File: src/rtl/fetch_arb.sv
module fetch_arb #(
  parameter int QDEPTH = 512,
  localparam int OCC_W = $clog2(QDEPTH + 1),
  localparam int HALF  = QDEPTH / 2
) (
  input  logic             clk,
  input  logic             rst_n,
  input  logic [1:0]       req_i,
  input  logic [OCC_W-1:0] occ_i,
  input  logic [1:0]       policy_i,
  output logic [1:0]       grant_o
);

  localparam logic [1:0] POL_ALT = 2'b00;
  localparam logic [1:0] POL_TRL = 2'b01;
  localparam logic [1:0] POL_OCC = 2'b10;

  logic       last_q;
  logic       trail_wins;
  logic [1:0] gnt_d;

  wire below_half = occ_i < OCC_W'(HALF);

  always_comb begin
    case (policy_i)
      POL_TRL: trail_wins = 1'b1;
      POL_OCC: trail_wins = !below_half;
      POL_ALT: trail_wins = !last_q;
      default: trail_wins = !last_q;
    endcase
  end

  always_comb begin
    case (req_i)
      2'b01:   gnt_d = 2'b01;
      2'b10:   gnt_d = 2'b10;
      2'b11:   gnt_d = trail_wins ? 2'b10 : 2'b01;
      default: gnt_d = 2'b00;
    endcase
  end

  always_ff @(posedge clk) begin
    if (!rst_n) begin
      grant_o <= 2'b00;
      last_q  <= 1'b1;
    end else begin
      grant_o <= gnt_d;
      if (|gnt_d) last_q <= gnt_d[1];
    end
  end

endmodule

File: config.mk
export PLATFORM = sky130hd
export DESIGN_NAME = fetch_arb
export DESIGN_NICKNAME = d
export VERILOG_FILES = /design/src/rtl/fetch_arb.sv
export SDC_FILE = /design/constraint.sdc
export NUM_CORES = 1
export LEC_CHECK = 0
export BUFFER_PORTS_ARGS = -buffer_cell sky130_fd_sc_hd__buf_2
export CAP_MARGIN = 5
export CORE_AREA = 3 3 40 42
export CTS_BUF_LIST = sky130_fd_sc_hd__clkbuf_4
export CTS_CLUSTER_DIAMETER = 100
export DETAILED_ROUTE_END_ITERATION = 12
export DIE_AREA = 0 0 43 45
export HOLD_SLACK_MARGIN = 0.06
export PLACE_DENSITY = 0.43
export REMOVE_ABC_BUFFERS = 1
export SYNTH_ARGS = -nofsm -noshare
export SYNTH_HDL_FRONTEND = slang
export SYNTH_SLANG_ARGS = --single-unit
export TNS_END_PERCENT = 10
File: constraint.sdc
create_clock -name clk -period 2 [get_ports clk]
set_clock_uncertainty 0.05 [all_clocks]
set_input_delay 0.4 -clock clk [delete_from_list [all_inputs] [get_ports clk]]
set_output_delay 0.4 -clock clk [all_outputs]
set_load 0.03 [all_outputs]
==> out/results.txt <==
Vias: 167
Commonest non-fill, non-tap cell in the layout: buf_2
Hold Startpoint: req_i[1]
Vias per inst: 3.553
Maximum root-to-sink buffer count: 2
#FFs+latches synth: 3
Clk slew on worst S/H paths: 0.04 ns
Critical Path RT: 1.55 ns
DRC viols: 0
Worst Hold Path Cells: 2
Vias in the first global route: 172
DR iter-0 viols: 5
Worst-margin pin slew: 0.1866 ns
RSZ-0062 raised after global routing: no
Port bufs: 9
Buffers & Inverters on Critical Path: 1
Std cell rows: 13
DRT Wirelength: 345 um
Drt wl/cell: 7.340 um
Slowest CP cell: dfxtp_1
Syn Std Cell Area: 155.1 um^2
Most frequent cells in the layout: buf_2 (9), clkbuf_4 (4), o21ai_1 (3), dfxtp_1 (3)
Die X: 43 um
Final Setup Violations: 0
Reg2Reg Setup Slack: 1.20 ns
Post-DRT Antenna Nets: 0
Worst Reg-to-Reg Cells: 3
Clk root buf: clkbuf_4
CTS Hold Buffers Added: 0
Synth Area per Inst: 8.166 um^2
Finished layout cell area: 249.0 um^2
CTS tree: yes
First-pass GRT wire length: 648 um
Final Non-Filler Cells: 47
Crit. End Element: output pin
Status: finished clean
Worst r2r src: last_q
Die area: 1935 um^2
H-tree depth: 1
WHS: 0.3259 ns
GRT Total Usage: 4.821%
Pin count of the biggest net entering global routing: 5
CTS buffer count: 3
Post-CTS Setup Bufs: 0
Post-DP HPWL: 273.3 um
Placer congestion estimate: 0.5321
Worst Path Max Fanout: 1
Fin crit share: 57.75%
Ant diodes: 0
Final net count: 51
TritonRoute pass-1 iters: 2
Lkg Pwr: 0.1358 nW
Family with the most delay on the worst path: flip-flops
Period minus WS final: 1.155 ns
Crit path kind: reg -> out
Slew HR: 87.56%
HP Class: in -> reg
Max Cap Viol: 0
Initial antenna violation count: 0
CTS Sinks: 3
# IOs: 18
TNS Setup: 0 ns
Die Y: 45 um
Achievable frequency: 0.8658 GHz
Crit-path cells: buf_2
Area Growth Syn to Fin: 60.48%
Cells after Synth: 19
Final Max Tran Viols: 0
Worst-skew pair later-pin latency: 0.23 ns
Gr ovfl total: 0
Startpoint Class: flop
Worst path arrival time: 0.70 ns
DP Cell Count: 43
Dpl cell area: 219.0 um^2
Largest stage delay, worst path: 0.29 ns
CTS resizes: 0
Pwr Total: 219.7 uW
Sequential element share of the synthesized area: 38.71%
Warning count from the yosys run: 0
Peak VDD IR: 0.1113 mV
Initial Util: 12.07%
Layout cells sized above 1: 40.63%
Hold Crit Endpoint: grant_o[0]
Critical R2R Capture: last_q
Synth cell types: 11
PD cells: 882.2 nW/um^2
Core area: 1285 um^2
Final hold vios: 0
-- cell type report --
class | count | area [um^2]
clock buffers | 4 | 30.03
fillers | 138 | 1036
inverters | 2 | 7.507
multi-input cells | 14 | 87.58
flip-flops and latches | 3 | 60.06
well taps | 15 | 18.77
repair buffers | 9 | 45.04
-- synthesized netlist by cell type --
| cell type | n | area share (%) |
|---|---|---|
| dfxtp_1 | 3 | 39 |
| o21ai_1 | 3 | 9.7 |
| ha_1 | 2 | 16 |
| inv_1 | 2 | 4.8 |
| nand3_1 | 2 | 6.5 |
| nor2_1 | 2 | 4.8 |
| a21oi_1 | 1 | 3.2 |
| a22oi_1 | 1 | 4.8 |
| and2b_1 | 1 | 4.8 |
| and3_1 | 1 | 4.0 |
| nand2_1 | 1 | 2.4 |
-- registers in the layout, summed over array words and instances (netlist names) --
| register | cells |
|---|---|
| last_q | 1 |
| grant_o | 2 |
-- per-layer routing --
layer / global-route usage (%) / routed length [um] / vias up
li1: - / - / 90
met1: 5.276 / 176 / 67
met2: 5.988 / 118 / 10
met3: 1.594 / 50 / 0
met4: 7.229 / 0 / 0
met5: 0 / 0 / -
-- where the power goes --
group	internal, mW	switching [mW]
logic	0.0153	0.0195
clock network	0.0882	0.0299
registers	0.0649	0.00184
total	0.168	0.0512
-- kinds of logic after synthesis --
logic type | Yosys count | synth area share [%]
AND/OR/NAND/NOR | 7 | 22.58
AO/OA/AOI/OAI | 5 | 17.74
flip-flops | 3 | 38.71
buffers and inverters | 2 | 4.841
adder cells (fa/ha/maj) | 2 | 16.13
-- worst max path at each step --
stage	slack (ns)	cells after the start	startpoint	end
6_report	0.85	1	grant_o[1]	grant_o[1]
2_1_floorplan	0.77	5	policy_i[0]	last_q
4_1_cts	0.83	1	grant_o[1]	grant_o[1]
5_1_grt	0.79	6	policy_i[0]	last_q
3_3_place_gp	0.60	6	policy_i[0]	last_q
3_5_place_dp	0.61	6	policy_i[0]	last_q
-- per-stage QoR --
step | utilization [%] | setup slack, ns
floorplan | - | 0.7729
global placement | 17.04 | 0.5988
detailed placement | 17.04 | 0.6125
CTS | 19.38 | 0.8312
global route | 19.38 | 0.7868
finish | 19.38 | 0.8450
Note: power is estimated with default switching activity, not from simulation.
